## src/rtl/dma_life_pkg.sv

```systemverilog
package dma_life_pkg;

  localparam int ST_W = 3;
  localparam int EV_W = 4;

  typedef enum logic [ST_W-1:0] {
    ST_OFF   = 3'd0,
    ST_BOOT  = 3'd1,
    ST_IDLE  = 3'd2,
    ST_SWCLN = 3'd3,
    ST_HWCLN = 3'd4,
    ST_HALT  = 3'd5,
    ST_RUN   = 3'd6
  } life_st_e;

  typedef enum logic [EV_W-1:0] {
    EV_DOWN    = 4'd0,
    EV_START   = 4'd1,
    EV_STARTED = 4'd2,
    EV_RUN     = 4'd3,
    EV_SWDONE  = 4'd4,
    EV_HWDONE  = 4'd5,
    EV_HALTED  = 4'd6,
    EV_IDLE    = 4'd7,
    EV_FAULT_A = 4'd8,
    EV_FAULT_B = 4'd9,
    EV_TICK    = 4'd10
  } life_ev_e;

  localparam logic [EV_W-1:0] EV_NONE = 4'hF;

  typedef struct packed {
    logic hw_start;
    logic hw_clean;
    logic sw_clean;
    logic teardown;
  } life_act_t;

  typedef struct packed {
    logic en;
    logic irq_en;
    logic halt;
    logic drain;
  } life_ctl_t;

endpackage

```

## src/rtl/dma_life_rst_sync.sv

```systemverilog
module dma_life_rst_sync #(
  parameter int STAGES = 2
) (
  input  logic clk,
  input  logic rst_n,
  output logic rst_n_sync
);
  logic [STAGES-1:0] chain_q;

  always_ff @(posedge clk or negedge rst_n) begin
    if (!rst_n) chain_q <= '0;
    else        chain_q <= {chain_q[STAGES-2:0], 1'b1};
  end

  assign rst_n_sync = chain_q[STAGES-1];
endmodule

```

## src/rtl/dma_life_next.sv

```systemverilog
module dma_life_next
  import dma_life_pkg::*;
(
  input  life_st_e          cur_st,
  input  logic              cur_run,
  input  logic              evt_valid,
  input  logic [EV_W-1:0]   evt_code,
  output life_st_e          nxt_st,
  output logic              nxt_run,
  output life_act_t         nxt_act
);
  always_comb begin
    nxt_st  = cur_st;
    nxt_run = cur_run;
    nxt_act = '0;
    if (evt_valid) begin
      unique case (cur_st)
        ST_OFF: begin
          if (evt_code == EV_START) nxt_st = ST_BOOT;
          if (evt_code == EV_RUN) begin
            nxt_st  = ST_BOOT;
            nxt_run = 1'b1;
          end
          if (evt_code == EV_SWDONE) nxt_act.teardown = 1'b1;
        end
        ST_BOOT: begin
          if (evt_code == EV_STARTED) nxt_st = cur_run ? ST_RUN : ST_IDLE;
          if (evt_code == EV_DOWN) begin
            nxt_st = ST_OFF;
            nxt_act.teardown = 1'b1;
          end
          if (evt_code == EV_RUN)  nxt_run = 1'b1;
          if (evt_code == EV_IDLE) nxt_run = 1'b0;
        end
        ST_IDLE: begin
          if (evt_code == EV_RUN) begin
            nxt_st  = ST_RUN;
            nxt_run = 1'b1;
          end
          if (evt_code == EV_DOWN) begin
            nxt_st = ST_OFF;
            nxt_act.teardown = 1'b1;
          end
        end
        ST_SWCLN: begin
          if (evt_code == EV_SWDONE) begin
            nxt_st = ST_BOOT;
            nxt_act.hw_start = 1'b1;
          end
          if (evt_code == EV_DOWN) nxt_st = ST_OFF;
          if (evt_code == EV_RUN)  nxt_run = 1'b1;
          if (evt_code == EV_IDLE) nxt_run = 1'b0;
        end
        ST_HWCLN: begin
          if (evt_code == EV_HWDONE) begin
            nxt_st = ST_SWCLN;
            nxt_act.sw_clean = 1'b1;
          end
          if (evt_code == EV_DOWN) begin
            nxt_st = ST_OFF;
            nxt_act.sw_clean = 1'b1;
          end
          if (evt_code == EV_RUN)  nxt_run = 1'b1;
          if (evt_code == EV_IDLE) nxt_run = 1'b0;
        end
        ST_HALT: begin
          if (evt_code == EV_HALTED) begin
            nxt_st = ST_HWCLN;
            nxt_act.hw_clean = 1'b1;
          end
          if (evt_code == EV_DOWN) begin
            nxt_st = ST_OFF;
            nxt_act.sw_clean = 1'b1;
          end
          if (evt_code == EV_RUN)  nxt_run = 1'b1;
          if (evt_code == EV_IDLE) nxt_run = 1'b0;
        end
        ST_RUN: begin
          if (evt_code == EV_IDLE) begin
            nxt_st  = ST_HALT;
            nxt_run = 1'b0;
          end
          if (evt_code == EV_HALTED || evt_code == EV_FAULT_A) begin
            nxt_st = ST_SWCLN;
            nxt_act.sw_clean = 1'b1;
          end
          if (evt_code == EV_FAULT_B) nxt_st = ST_HALT;
          if (evt_code == EV_DOWN) begin
            nxt_st = ST_OFF;
            nxt_act.sw_clean = 1'b1;
          end
        end
        default: nxt_st = ST_OFF;
      endcase
    end
  end
endmodule

```

## src/rtl/dma_life_ctl_tbl.sv

```systemverilog
module dma_life_ctl_tbl
  import dma_life_pkg::*;
(
  input  life_st_e  st,
  output life_ctl_t ctl
);
  always_comb begin
    ctl = '0;
    unique case (st)
      ST_RUN:   begin ctl.en = 1'b1; ctl.irq_en = 1'b1; end
      ST_HALT:  begin ctl.halt = 1'b1; ctl.drain = 1'b1; end
      ST_HWCLN: ctl.halt = 1'b1;
      ST_SWCLN: ctl.halt = 1'b1;
      default:  ctl = '0;
    endcase
  end
endmodule

```

## src/rtl/dma_life_ctrl.sv

```systemverilog
module dma_life_ctrl
  import dma_life_pkg::*;
#(
  parameter int RST_STAGES = 2
) (
  input  logic            clk,
  input  logic            rst_n,
  input  logic            evt_valid,
  input  logic [EV_W-1:0] evt_code,
  output logic [ST_W-1:0] state_o,
  output logic [ST_W-1:0] prev_state_o,
  output logic [EV_W-1:0] last_evt_o,
  output logic            run_req_o,
  output logic            dma_en_o,
  output logic            irq_en_o,
  output logic            halt_o,
  output logic            drain_o,
  output logic            hw_start_o,
  output logic            hw_clean_o,
  output logic            sw_clean_o,
  output logic            teardown_o
);
  logic      rst_ni;
  life_st_e  st_q, st_d, prev_q;
  logic      run_q, run_d;
  life_act_t act_q, act_d;
  life_ctl_t ctl;
  logic [EV_W-1:0] last_q;
  logic      st_ce, last_ce;

  dma_life_rst_sync #(.STAGES(RST_STAGES)) u_rst (
    .clk(clk), .rst_n(rst_n), .rst_n_sync(rst_ni)
  );

  dma_life_next u_next (
    .cur_st(st_q), .cur_run(run_q), .evt_valid(evt_valid),
    .evt_code(evt_code), .nxt_st(st_d), .nxt_run(run_d), .nxt_act(act_d)
  );

  dma_life_ctl_tbl u_tbl (.st(st_q), .ctl(ctl));

  assign st_ce   = evt_valid && (st_d != st_q);
  assign last_ce = evt_valid && (evt_code <= EV_TICK);

  always_ff @(posedge clk or negedge rst_ni) begin
    if (!rst_ni) begin
      st_q   <= ST_OFF;
      prev_q <= ST_OFF;
    end else if (st_ce) begin
      st_q   <= st_d;
      prev_q <= st_q;
    end
  end

  always_ff @(posedge clk or negedge rst_ni) begin
    if (!rst_ni)        run_q <= 1'b0;
    else if (evt_valid) run_q <= run_d;
  end

  always_ff @(posedge clk or negedge rst_ni) begin
    if (!rst_ni)      last_q <= EV_NONE;
    else if (last_ce) last_q <= evt_code;
  end

  always_ff @(posedge clk or negedge rst_ni) begin
    if (!rst_ni) act_q <= '0;
    else         act_q <= act_d;
  end

  assign state_o      = st_q;
  assign prev_state_o = prev_q;
  assign last_evt_o   = last_q;
  assign run_req_o    = run_q;
  assign dma_en_o     = ctl.en;
  assign irq_en_o     = ctl.irq_en;
  assign halt_o       = ctl.halt;
  assign drain_o      = ctl.drain;
  assign hw_start_o   = act_q.hw_start;
  assign hw_clean_o   = act_q.hw_clean;
  assign sw_clean_o   = act_q.sw_clean;
  assign teardown_o   = act_q.teardown;

  p_strobe_onehot_r13: assert property (@(posedge clk) disable iff (!rst_ni)
    $onehot0({hw_start_o, hw_clean_o, sw_clean_o, teardown_o}));

  p_run_has_req_r4: assert property (@(posedge clk) disable iff (!rst_ni)
    (state_o == ST_RUN) |-> run_req_o);

  p_start_in_boot_r8: assert property (@(posedge clk) disable iff (!rst_ni)
    hw_start_o |-> (state_o == ST_BOOT));

  p_hwclean_target_r7: assert property (@(posedge clk) disable iff (!rst_ni)
    hw_clean_o |-> (state_o == ST_HWCLN));

  p_teardown_off_r10: assert property (@(posedge clk) disable iff (!rst_ni)
    teardown_o |-> (state_o == ST_OFF));

  p_swclean_target_r10: assert property (@(posedge clk) disable iff (!rst_ni)
    sw_clean_o |-> (state_o == ST_SWCLN || state_o == ST_OFF));

  p_undef_code_r2: assert property (@(posedge clk) disable iff (!rst_ni)
    (evt_valid && evt_code > EV_TICK) |=> ($stable(state_o) && $stable(run_req_o)
      && $stable(last_evt_o)));

  p_prev_tracks_r12: assert property (@(posedge clk) disable iff (!rst_ni)
    (evt_valid && st_d != st_q) |=> (prev_state_o == $past(state_o)));

  p_en_only_run_r11: assert property (@(posedge clk) disable iff (!rst_ni)
    dma_en_o |-> (state_o == ST_RUN && !halt_o));
endmodule

```

## config.mk

```make
export PLATFORM = sky130hd
export DESIGN_NAME = dma_life_ctrl
export DESIGN_NICKNAME = d
export VERILOG_FILES = /design/src/rtl/dma_life_pkg.sv /design/src/rtl/dma_life_rst_sync.sv /design/src/rtl/dma_life_next.sv /design/src/rtl/dma_life_ctl_tbl.sv /design/src/rtl/dma_life_ctrl.sv
export SDC_FILE = /design/constraint.sdc
export NUM_CORES = 1
export LEC_CHECK = 0
export BUFFER_PORTS_ARGS = -buffer_cell sky130_fd_sc_hd__clkbuf_2
export CORE_MARGIN = 2
export CORE_UTILIZATION = 55
export CTS_CLUSTER_SIZE = 16
export DETAILED_ROUTE_END_ITERATION = 8
export GPL_TIMING_DRIVEN = 0
export PLACE_DENSITY = 0.86
export REMOVE_ABC_BUFFERS = 1
export SYNTH_ARGS = -nofsm -noshare
export SYNTH_HDL_FRONTEND = slang
export SYNTH_SLANG_ARGS = --single-unit
export TNS_END_PERCENT = 20
```

## constraint.sdc

```tcl
create_clock -name clk -period 3.1 [get_ports clk]
set_clock_uncertainty 0.15 [all_clocks]
set_input_delay 0.62 -clock clk [delete_from_list [all_inputs] [get_ports clk]]
set_output_delay 0.62 -clock clk [all_outputs]
set_load 0.05 [all_outputs]
```

After elaboration in Yosys (flattened, before gate mapping):

Index checks and enable logic that the tools add are counted.

* register bits: 17
* input bits: 7
* output and inout bits: 19
* word-level logic and storage cells: 76

* magnitude comparators: 1
* eq/ne operators: 17
* mux-type cells: 38
* reduce and logical (&&, ||, !) cells: 11

Operators with widths (count)
* 3-bit two-way mux: 18
* 3-bit one-hot mux with 7 select lines: 1
* 4-bit by 3-bit equality test with 1-bit output (second input constant): 4
* 1-bit two-way mux: 14
* 3-bit equality test (second input constant): 3
* 4-bit by 2-bit equality test with 1-bit output (second input constant): 2
* 4-bit equality test (second input constant): 2
* 3-bit by 2-bit equality test with 1-bit output (second input constant): 2
* 1-bit one-hot mux with 3 select lines: 2
* 4-bit by 1-bit equality test with 1-bit output (second input constant): 1
* 4-bit less-or-equal comparator (second input constant): 1
* 4-bit logical NOT: 1
* 4-bit two-way mux: 1
* 2-bit OR reduction: 2
* 4-bit OR reduction: 1
* 3-bit by 1-bit equality test with 1-bit output (second input constant): 1
* 3-bit logical NOT: 1
* 3-bit inequality test: 1
* 3-bit AND reduction: 1
* 3-bit nonzero test: 1
* 3-bit OR reduction: 1
* 1-bit logical AND: 2
* 2-bit two-way mux: 1
* 2-bit by 1-bit inequality test with 1-bit output (second input constant): 1
* other kinds (2): 2

Logic depth before layout (Yosys ltp):

Gate-level depths: netlist (run 1).

* depth in word-level cells: 9
* gate-level depth with buffers: 9
* mapped depth without buffers: 7

Modules after synthesis:

Synthesis (run 1) repeated with hierarchy kept, for this count alone.

* cells, all modules: 143
* area, all modules: 1253.7 um2

By module, submodules not included
* dma_life_ctrl: instances 1, cells each 59, area an instance 670.6 um2
* dma_life_next: instances 1, cells each 75, area an instance 490.5 um2
* dma_life_rst_sync: instances 1, cells each 3, area an instance 53.8 um2
* dma_life_ctl_tbl: instances 1, cells each 6, area an instance 38.8 um2

Worst setup path before layout (run 1):

No wires, ideal clock.

* kind: reg2reg
* start: register st_q[1] (netlist: state_o[1])
* end: register prev_q[2] (netlist: prev_state_o[2])
* library setup time: 0.128 ns
* arrival: 2.774 ns
* required time: 2.822 ns
* path slack: 0.048 ns
* cell stages (with the launch flop): 8
* path buffers: 1
* path through: dfrtp_1 clkbuf_1 nand2_1 nor2_1 a2111oi_4 xnor2_1 o31ai_1 mux2_1

* word-level cells in the longest chain between the ends: 8

Ends and longest elaborated chain
* start: declaration: RTL line dma_life_ctrl.sv:24 `life_st_e st_q, st_d, prev_q;`
* start signal: assignment: RTL line dma_life_ctrl.sv:50 `st_q <= st_d;`
* 3-bit two-way mux: RTL line dma_life_next.sv:79 `if (evt_code == EV_IDLE) begin`
* 3-bit two-way mux: RTL line dma_life_next.sv:83 `if (evt_code == EV_HALTED || evt_code == EV_FAULT_A) begin`
* 3-bit two-way mux: RTL line dma_life_next.sv:87 `if (evt_code == EV_FAULT_B) nxt_st = ST_HALT;`
* 3-bit two-way mux: RTL line dma_life_next.sv:88 `if (evt_code == EV_DOWN) begin`
* 3-bit one-hot mux with 7 select lines: RTL line dma_life_next.sv:17 `unique case (cur_st)`
* 3-bit two-way mux: RTL line dma_life_next.sv:16 `if (evt_valid) begin`
* 3-bit inequality test *: RTL line dma_life_ctrl.sv:42 `assign st_ce = evt_valid && (st_d != st_q);`
* 1-bit logical AND *: RTL line dma_life_ctrl.sv:42
* end signal: assignment: RTL line dma_life_ctrl.sv:51 `prev_q <= st_q;`
* end: declaration: RTL line dma_life_ctrl.sv:24

Every way passes the cells marked *; elsewhere a longest branch is shown, timed or not.
A chain may end at the register's enable or synchronous reset.

Worst setup path in the final report (run 1):

Ends and elaborated chain as after synthesis.

==> results.cfg, run 1 <==
[run_status]
outcome = finished clean

[clock_network]
cts_resized = 0
cts_tree = yes
cts_sinks = 17
htree_levels = 1
cts-root-buf = clkbuf_4
cts.path.max_buffers = 2
cts_buffers = 3
clkTransAtPathRegs_ps = 100
clkLatencyLatePin_ps = 300

[critical_path]
crit_slowest_cell = dfrtp_1
slowest_delay_ps = 810
crit_type = register to register
path_buf_inv = 1
cp_data_arrival_time_ps = 2830
reg2reg_depth = 6
worstSetupStartpointType = register
crit_chain = inv_1 > and4_1 > a2111oi_4 > xnor2_1 > o31ai_1 > mux2_1
cp.depth = 6
critPathTopFamily = flip-flops
end_kind = register
cp_data_required_time_ps = 3140
critical_path.max_fanout = 23

[cells_and_area]
area_delta_synth_final_pct = 10.9
antenna_cells = 0
fin_area_um2 = 1310
instances_no_fill = 190
final_nets = 171
drive_gt1_frac = 0.221

[yosys]
async_flop_share = 1.00
netlist_area_um2 = 1180
postSynthAreaPerCell_um2 = 8.08
ys_ff_latch = 17
ys.flop_type = dfrtp_1
synthDistinctLibCells = 44
ys_warn_count = 0
synthCells = 146
seq_area_frac_synth = 0.365
synth_edf_count = 0

[power_and_ir_drop]
power.total_w = 0.00112
p_per_area_nw_per_um2 = 855
p_leak_nw = 0.552
max-vdd-ir-drop_mv = 0.620

[grt]
grt_max_degree = 24
grt_antenna_before_repair = 0
grt_pass1_wl_mm = 4.55
grtUsageTotal = 0.231
grt_pass1_vias = 1041
grt.overflow.total = 0

[die]
row_count = 16
fp.dieH_um = 50.3
die-area_um2 = 2530
core_area_um2 = 2000
initial_core_util = 0.589
die_x_um = 50.3
num_io_pins = 26

[detailed_routing]
wl_per_cell_um = 14.5
ant_nets = 0
routed_wl_mm = 2.75
drc = 0
drt_iter0_markers = 44
via_per_inst = 6.17
drt_pre_antenna_iters = 7
vias = 1173

[timing]
drv_slew = 0
setup-violations-final = 0
tns_ps = 0
rsz0062_at_grt = no
finalCriticalPeriod_ps = 2800
relSlewSlack = 0.527
fmax_mhz = 358
period_share = 0.902
tightest_slew_ps = 710
hold_viol = 0
fin_ws_ps = 303

[placed_design]
pre_cts_ws_ps = 186
dpl_cell_area_um2 = 1270
place_congestion = 0.957
dpl.hpwl_mm = 1.88
io_buffer_count = 25
dp_cells = 185

[job]
maxCapViolations = 0

[hold_path]
worst_hold_path_type = register to asynchronous set/reset pin
[cell type report]
cell class | count | area (um2)
Fill cell | 184 | 693
Multi-Input combinational cell | 110 | 661
Sequential cell | 17 | 430
Timing Repair Buffer | 26 | 135
Tap cell | 27 | 33.8
Clock buffer | 4 | 26.3
Inverter | 6 | 22.5
[kinds of logic after synthesis]
| logic type | count (synthesis) | share of synthesized area |
|---|---|---|
| compound gates | 45 | 0.251 |
| buf+inv | 19 | 0.0753 |
| other cells | 1 | 0.00318 |
| mux | 1 | 0.00954 |
| xor+xnor | 2 | 0.0148 |
| simple gates | 61 | 0.281 |
| flops | 17 | 0.365 |
[cells in the final DEF, fill, tap and decap left out, types with 3 or more instances in the layout]
cell type  count
a21oi_1       14
a31oi_1        6
clkbuf_2      25
clkbuf_4       3
dfrtp_1       13
dfstp_2        4
inv_1          4
nand2_1        8
nand2b_1       3
nand3b_1       3
nor2_1        19
nor2b_1        6
nor3_1         5
o21ai_0       10
or2_1          3
[report_power, final]
group          internal (W)  total [W]  switching [W]
logic              0.000199   0.000625       0.000426
registers          0.000269   0.000375       0.000105
clock network     0.0000502   0.000120      0.0000700
total              0.000519    0.00112       0.000601
[state kept, by name, indices dropped and copies added, names as in the netlist]
| register | cells |
|---|---|
| hw_clean_o | 1 |
| hw_start_o | 1 |
| last_evt_o | 4 |
| prev_state_o | 3 |
| run_req_o | 1 |
| state_o | 3 |
| sw_clean_o | 1 |
| teardown_o | 1 |
| u_rst.chain_q | 2 |
[worst paths after layout]
path	startpoint	to	slack (ps)
min reg2reg	u_rst.chain_q[1]$_DFF_PN0_	state_o[0]$_DFFE_PN0P_	90
min in group clk	u_rst.chain_q[0]$_DFF_PN0_	u_rst.chain_q[1]$_DFF_PN0_	210
max reg2reg	state_o[1]$_DFFE_PN0P_	prev_state_o[2]$_DFFE_PN0P_	300
max	state_o[1]$_DFFE_PN0P_	prev_state_o[2]$_DFFE_PN0P_	300
min	u_rst.chain_q[1]$_DFF_PN0_	state_o[0]$_DFFE_PN0P_	90
max in group asynchronous	rst_n	u_rst.chain_q[1]$_DFF_PN0_	2230
[metal layers]
layer,up-vias,GRT usage,part of all wire
met1,555,0.298,0.40
met3,7,0.0536,0.085
met2,57,0.377,0.50
met4,0,0.0856,0.015
li1,554,-,-
met5,-,0,0
[Yosys cell counts (2+ instances only)]
master / number / area [um2]
nor2_1: 19 / 71.3
a21oi_1: 14 / 70.1
dfrtp_1: 13 / 325
o21ai_0: 10 / 50.1
nand2_1: 8 / 30.0
a31oi_1: 6 / 37.5
nor2b_1: 6 / 37.5
buf_2: 5 / 25.0
clkbuf_1: 5 / 18.8
nor3_1: 5 / 25.0
dfstp_2: 4 / 105
inv_1: 4 / 15.0
nand2b_1: 3 / 18.8
nand3b_1: 3 / 22.5
or2_1: 3 / 18.8
and4_1: 2 / 17.5
inv_2: 2 / 7.51
nand3_1: 2 / 10.0
nand4b_1: 2 / 17.5
nand4bb_1: 2 / 22.5
o221ai_1: 2 / 17.5
o31ai_1: 2 / 15.0
o32ai_1: 2 / 17.5
or3_1: 2 / 12.5
[worst register-to-register path, delay by kind of cell (launching register included)]
kind | cells | cell delay, ps
xor gates and xnor gates | 1 | 150
buffers and inverters | 1 | 250
muxes | 1 | 350
DFF | 1 | 810
and+or+nand+nor | 1 | 280
AOI/OAI and AO/OA | 2 | 700
[through the flow]
stage | hold slack, ps | util
5_1_grt | 173 | 0.654
3_5_place_dp | 121 | 0.636
2_1_floorplan | 33.6 | -
3_3_place_gp | 102 | 0.636
6_report | 91.8 | 0.654
4_1_cts | 134 | 0.654
[repair_timing]
item / in CTS / in global routing
hold buffers: 1 / 0
setup endpoints to repair: 0 / 0
hold endpoints to repair: 2 / 0
buffers inserted: 0 / 0
No activity file was read; power rests on OpenSTA's default activity.
==> inputs of run 2 (changes only) <==
--- a/config.mk
+++ b/config.mk
@@ -7,11 +7,11 @@
 export LEC_CHECK = 0
 export BUFFER_PORTS_ARGS = -buffer_cell sky130_fd_sc_hd__clkbuf_2
 export CORE_MARGIN = 2
-export CORE_UTILIZATION = 55
+export CORE_UTILIZATION = 48
 export CTS_CLUSTER_SIZE = 16
 export DETAILED_ROUTE_END_ITERATION = 8
 export GPL_TIMING_DRIVEN = 0
-export PLACE_DENSITY = 0.86
+export PLACE_DENSITY = 0.8
 export REMOVE_ABC_BUFFERS = 1
 export SYNTH_ARGS = -nofsm -noshare
 export SYNTH_HDL_FRONTEND = slang
==> constraint.sdc (replaced) <==
create_clock -name clk -period 2.5 [get_ports clk]
set_clock_uncertainty 0.15 [all_clocks]
set_input_delay 0.5 -clock clk [delete_from_list [all_inputs] [get_ports clk]]
set_output_delay 0.5 -clock clk [all_outputs]
set_load 0.05 [all_outputs]
==> run 2 against run 1 <==
  * Final area grew 5.6%
  * Flip-flop and latch count is the same
  * Largest cell class unchanged
  * Sequential power grew 17%
  * Utilization shrank 4.6 points
==> results.cfg, run 2 (same netlist as run 1, synthesis figures left out) <==
[run_status]
outcome = finished clean

[detailed_routing]
via_per_inst = 6.06
drc = 0
wl_per_cell_um = 15.7
vias = 1188
routed_wl_mm = 3.07
ant_nets = 0
drt_iter0_markers = 45
drt_pre_antenna_iters = 5

[clock_network]
clkLatencyLatePin_ps = 310
clkTransAtPathRegs_ps = 120
cts_sinks = 17
htree_levels = 1
cts-root-buf = clkbuf_4
cts.path.max_buffers = 2
cts_buffers = 3
cts_tree = yes

[power_and_ir_drop]
p_leak_nw = 0.578
p_per_area_nw_per_um2 = 1090
max-vdd-ir-drop_mv = 0.850
power.total_w = 0.00151

[die]
core_area_um2 = 2280
num_io_pins = 26
initial_core_util = 0.518
row_count = 17
fp.dieH_um = 53.6
die-area_um2 = 2870
die_x_um = 53.6

[timing]
rsz0062_at_grt = no
drv_slew = 0
holdWs_ps = 116
tightest_slew_ps = 626
hold_viol = 0
fin_ws_ps = 160
relSlewSlack = 0.582
setup-violations-final = 0
fmax_mhz = 427
tns_ps = 0
period_share = 0.936
finalCriticalPeriod_ps = 2340

[critical_path]
cp_data_required_time_ps = 2560
crit_type = primary input to register
worstSetupStartpointType = primary input
timing.rr.end = prev_state_o[2]$_DFFE_PN0P_
critPathLaunch = evt_code[2]
crit_end = prev_state_o[2]$_DFFE_PN0P_
critical_path.max_fanout = 23
end_kind = register
r2r_start = state_o[1]$_DFFE_PN0P_
r2r_slack_ps = 170
cp_data_arrival_time_ps = 2390
reg2reg_depth = 7

[hold_path]
worst_hold_path_type = register to asynchronous set/reset pin

[placed_design]
place_congestion = 0.914
dpl.hpwl_mm = 2.03
io_buffer_count = 25
dpl_cell_area_um2 = 1270
pre_cts_ws_ps = -247

[cells_and_area]
final_cell_mix = clkbuf_2, nor2_1, a21oi_1
drive_gt1_frac = 0.298
final_common_cell = clkbuf_2
largest_reg_flops = 4
fill_cells = 207
final_nets = 176
area_delta_synth_final_pct = 17.2
fin_area_um2 = 1380
antenna_cells = 0

[job]
maxCapViolations = 0

[grt]
grt_max_degree = 24
grtUsageTotal = 0.243
grt_pass1_vias = 1127
grt.overflow.total = 0
grt_pass1_wl_mm = 5.13
grt_antenna_before_repair = 0
## run 2: cell types whose count changed in the layout (fill, tap and decap cells not counted), sizes merged
cell	change
buf	+8
clkinvlp	+1
clkbuf	-4
## run 2: power breakdown
part / total, W / switching (W) / internal [W]
registers: 0.000438 / 0.0000911 / 0.000347
clock network: 0.000163 / 0.000102 / 0.0000611
logic: 0.000906 / 0.000599 / 0.000307
total: 0.00151 / 0.000792 / 0.000715
## run 2: area by class of cell
| type | count | area (um2) | share of cell area |
|---|---|---|---|
| Clock buffer | 3 | 22.5 | 0.0163 |
| Clock inverter | 1 | 7.51 | 0.00543 |
| Inverter | 6 | 22.5 | 0.0163 |
| Multi-Input combinational cell | 110 | 681 | 0.492 |
| Sequential cell | 17 | 439 | 0.318 |
| Tap cell | 28 | 35.0 | 0.0253 |
| Timing Repair Buffer | 31 | 175 | 0.127 |
## run 2: how the worst min path moves through the flow
stage | cells after the start | start | end | slack [ps]
after floorplan | 0 | u_rst.chain_q[1]$_DFF_PN0_ | hw_clean_o$_DFF_PN0_ | 30
after global placement | 0 | u_rst.chain_q[1]$_DFF_PN0_ | prev_state_o[0]$_DFFE_PN0P_ | 110
after detailed placement | 0 | u_rst.chain_q[1]$_DFF_PN0_ | state_o[0]$_DFFE_PN0P_ | 130
after CTS | 0 | u_rst.chain_q[1]$_DFF_PN0_ | state_o[0]$_DFFE_PN0P_ | 140
after global routing | 0 | u_rst.chain_q[1]$_DFF_PN0_ | prev_state_o[2]$_DFFE_PN0P_ | 190
final | 0 | u_rst.chain_q[1]$_DFF_PN0_ | state_o[0]$_DFFE_PN0P_ | 120
## run 2: routing by layer
metal	routed length (um)	GRT usage	vias up
li1	-	-	568
met1	1280	0.312	552
met2	1490	0.418	57
met3	206	0.0250	11
met4	89	0.0983	0
met5	0	0	-
## run 2: repair_timing
item,4_1_cts,5_1_grt
resized for setup,1,18
hold buffers,1,0
pin swaps,0,3
setup endpoints to repair,6,7
hold endpoints to repair,2,0
setup buffers,0,5
## run 2: through the flow
stage	std cells	utilization
4_1_cts	191	0.578
6_report	196	0.607
2_1_floorplan	133	-
5_1_grt	196	0.607
3_3_place_gp	186	0.560
3_5_place_dp	186	0.560
## run 2: worst max-delay path, stage by stage
cell and delay [ps]:
buf_4 180, or2_4 300, o21ai_2 140, a21oi_2 80, a2111oi_4 430, xnor2_1 140
o31ai_1 270, mux2_1 350
==> inputs of run 3 (changes only) <==
--- a/config.mk
+++ b/config.mk
@@ -12,7 +12,6 @@
 export DETAILED_ROUTE_END_ITERATION = 8
 export GPL_TIMING_DRIVEN = 0
 export PLACE_DENSITY = 0.8
-export REMOVE_ABC_BUFFERS = 1
 export SYNTH_ARGS = -nofsm -noshare
 export SYNTH_HDL_FRONTEND = slang
 export SYNTH_SLANG_ARGS = --single-unit
==> run 3 against run 2 <==
  * Non-clock buffer count rose by 8
  * Critical endpoint is now irq_en_o
  * Highest routed layer unchanged
  * Final area rose by 1.2%
  * Via count rose by 2.0%
  * Critical path type is now register to primary output
  * Clock power barely moved
  * Hold slack got worse by 11 ps
  * Sequential power fell by 8.9%
  * Combinational power fell by 0.6%
==> results.cfg, run 3 (same netlist as run 1, synthesis figures left out) <==
[placed_design]
dpl_cell_area_um2 = 1350
dpl.hpwl_mm = 2.31
place_congestion = 0.919
io_buffer_count = 25
dp_cells = 199

[timing]
finalCriticalPeriod_ps = 2380
period_share = 0.952
setup-violations-final = 0
drv_slew = 0
relSlewSlack = 0.564
tightest_slew_ps = 643
holdWs_ps = 105
fmax_mhz = 420
rsz0062_at_grt = no
hold_viol = 0

[clock_network]
cts-root-buf = clkbuf_4
cts_tree = yes
cts_sinks = 17
clkTransAtPathRegs_ps = 120
cts.path.max_buffers = 2
clkLatencyLatePin_ps = 310
cts_buffers = 3
htree_levels = 1

[critical_path]
crit_type = register to primary output
critPathTopFamily = buffers and inverters
worstSetupStartpointType = register
cp_data_required_time_ps = 1850
slowest_delay_ps = 460
critical_path.max_fanout = 10
timing.rr.end = prev_state_o[2]$_DFFE_PN0P_
reg2reg_depth = 6
path_buf_inv = 3
crit_slowest_cell = dfrtp_1
r2r_slack_ps = 150
crit_top_cell = clkbuf_2
cp_data_arrival_time_ps = 1730
crit_chain = clkbuf_2 > nand2_1 > nor2_2 > buf_4 > clkbuf_2
end_kind = primary output
r2r_start = state_o[1]$_DFFE_PN0P_

[cells_and_area]
fin_area_um2 = 1400
final_nets = 184
area_delta_synth_final_pct = 18.6
fin_util = 0.615
instances_no_fill = 204
final_cell_mix = clkbuf_2, nor2_1, a21oi_1
largest_reg_flops = 4
antenna_cells = 0
drive_gt1_frac = 0.278
final_common_cell = clkbuf_2

[detailed_routing]
via_per_inst = 5.94
drt_iter0_markers = 41
ant_nets = 0
routed_wl_mm = 3.11
wl_per_cell_um = 15.2
drt_pre_antenna_iters = 4
vias = 1212
drc = 0

[run_status]
outcome = finished clean

[grt]
grt_max_degree = 16
grt.overflow.total = 0
grt_pass1_wl_mm = 5.22
grt_pass1_vias = 1142
grtUsageTotal = 0.251
grt_antenna_before_repair = 0

[die]
num_io_pins = 26
core_area_um2 = 2280
fp.dieH_um = 53.6
die-area_um2 = 2870
row_count = 17
die_x_um = 53.6
initial_core_util = 0.518

[yosys]
syn_nets = 153

[hold_path]
worst_hold_path_type = register to asynchronous set/reset pin

[power_and_ir_drop]
max-vdd-ir-drop_mv = 0.748
p_per_area_nw_per_um2 = 1050
p_leak_nw = 0.597

[job]
maxCapViolations = 0
## run 3: cell type report
type                            count  area [um2]
Inverter                            6        22.5
Buffer                             13        73.8
Timing Repair Buffer               26         138
Fill cell                         200         877
Multi-Input combinational cell    110         668
Sequential cell                    17         432
Clock buffer                        3        22.5
Clock inverter                      1        7.51
Tap cell                           28        35.0
## run 3: what timing repair did
action                     4_1_cts  5_1_grt
hold buffers                     1        0
hold endpoints to repair         2        0
gates resized for setup          2        6
buffers inserted                 0        0
pin swaps                        0        0
setup endpoints to repair        2        3
## run 3: power by group
group,leakage (nW),switching (W),internal (W)
Combinational,0.377,0.000618,0.000283
Sequential,0.206,0.0000610,0.000338
Clock,0.0139,0.000103,0.0000613
Total,0.597,0.000781,0.000682
## run 3: worst max path at each step
stage	startpoint	end	cells after the start
after detailed placement	evt_code[3]	prev_state_o[2]$_DFFE_PN0P_	9
after global placement	evt_code[3]	prev_state_o[2]$_DFFE_PN0P_	9
final	state_o[1]$_DFFE_PN0P_	irq_en_o	5
after CTS	state_o[1]$_DFFE_PN0P_	halt_o	5
after global routing	state_o[1]$_DFFE_PN0P_	halt_o	5
after floorplan	state_o[1]$_DFFE_PN0P_	halt_o	3
## run 3: worst reg2reg max path, cell delays in order, from the launching register on
cell	delay, ps
dfrtp_1	460
inv_1	190
and4_1	220
o21ai_1	100
o311ai_1	610
o31ai_1	180
mux2_1	340
## run 3: layer usage
layer / vias to the layer above / track usage / wire, um
met1: 585 / 0.329 / 1310
met4: 0 / 0.120 / 62
met5: - / 0 / 0
met2: 38 / 0.405 / 1580
met3: 7 / 0.0361 / 153
li1: 582 / - / -
## run 3: per-stage QoR
stage                     setup TNS [ps]  power (W)  setup slack (ps)
after floorplan                     -793    0.00109              -318
after global placement             -84.8    0.00126             -84.8
after detailed placement            -177    0.00128              -144
after CTS                              0    0.00145              86.1
after global routing                   0    0.00156              30.1
final                                  0    0.00146               121
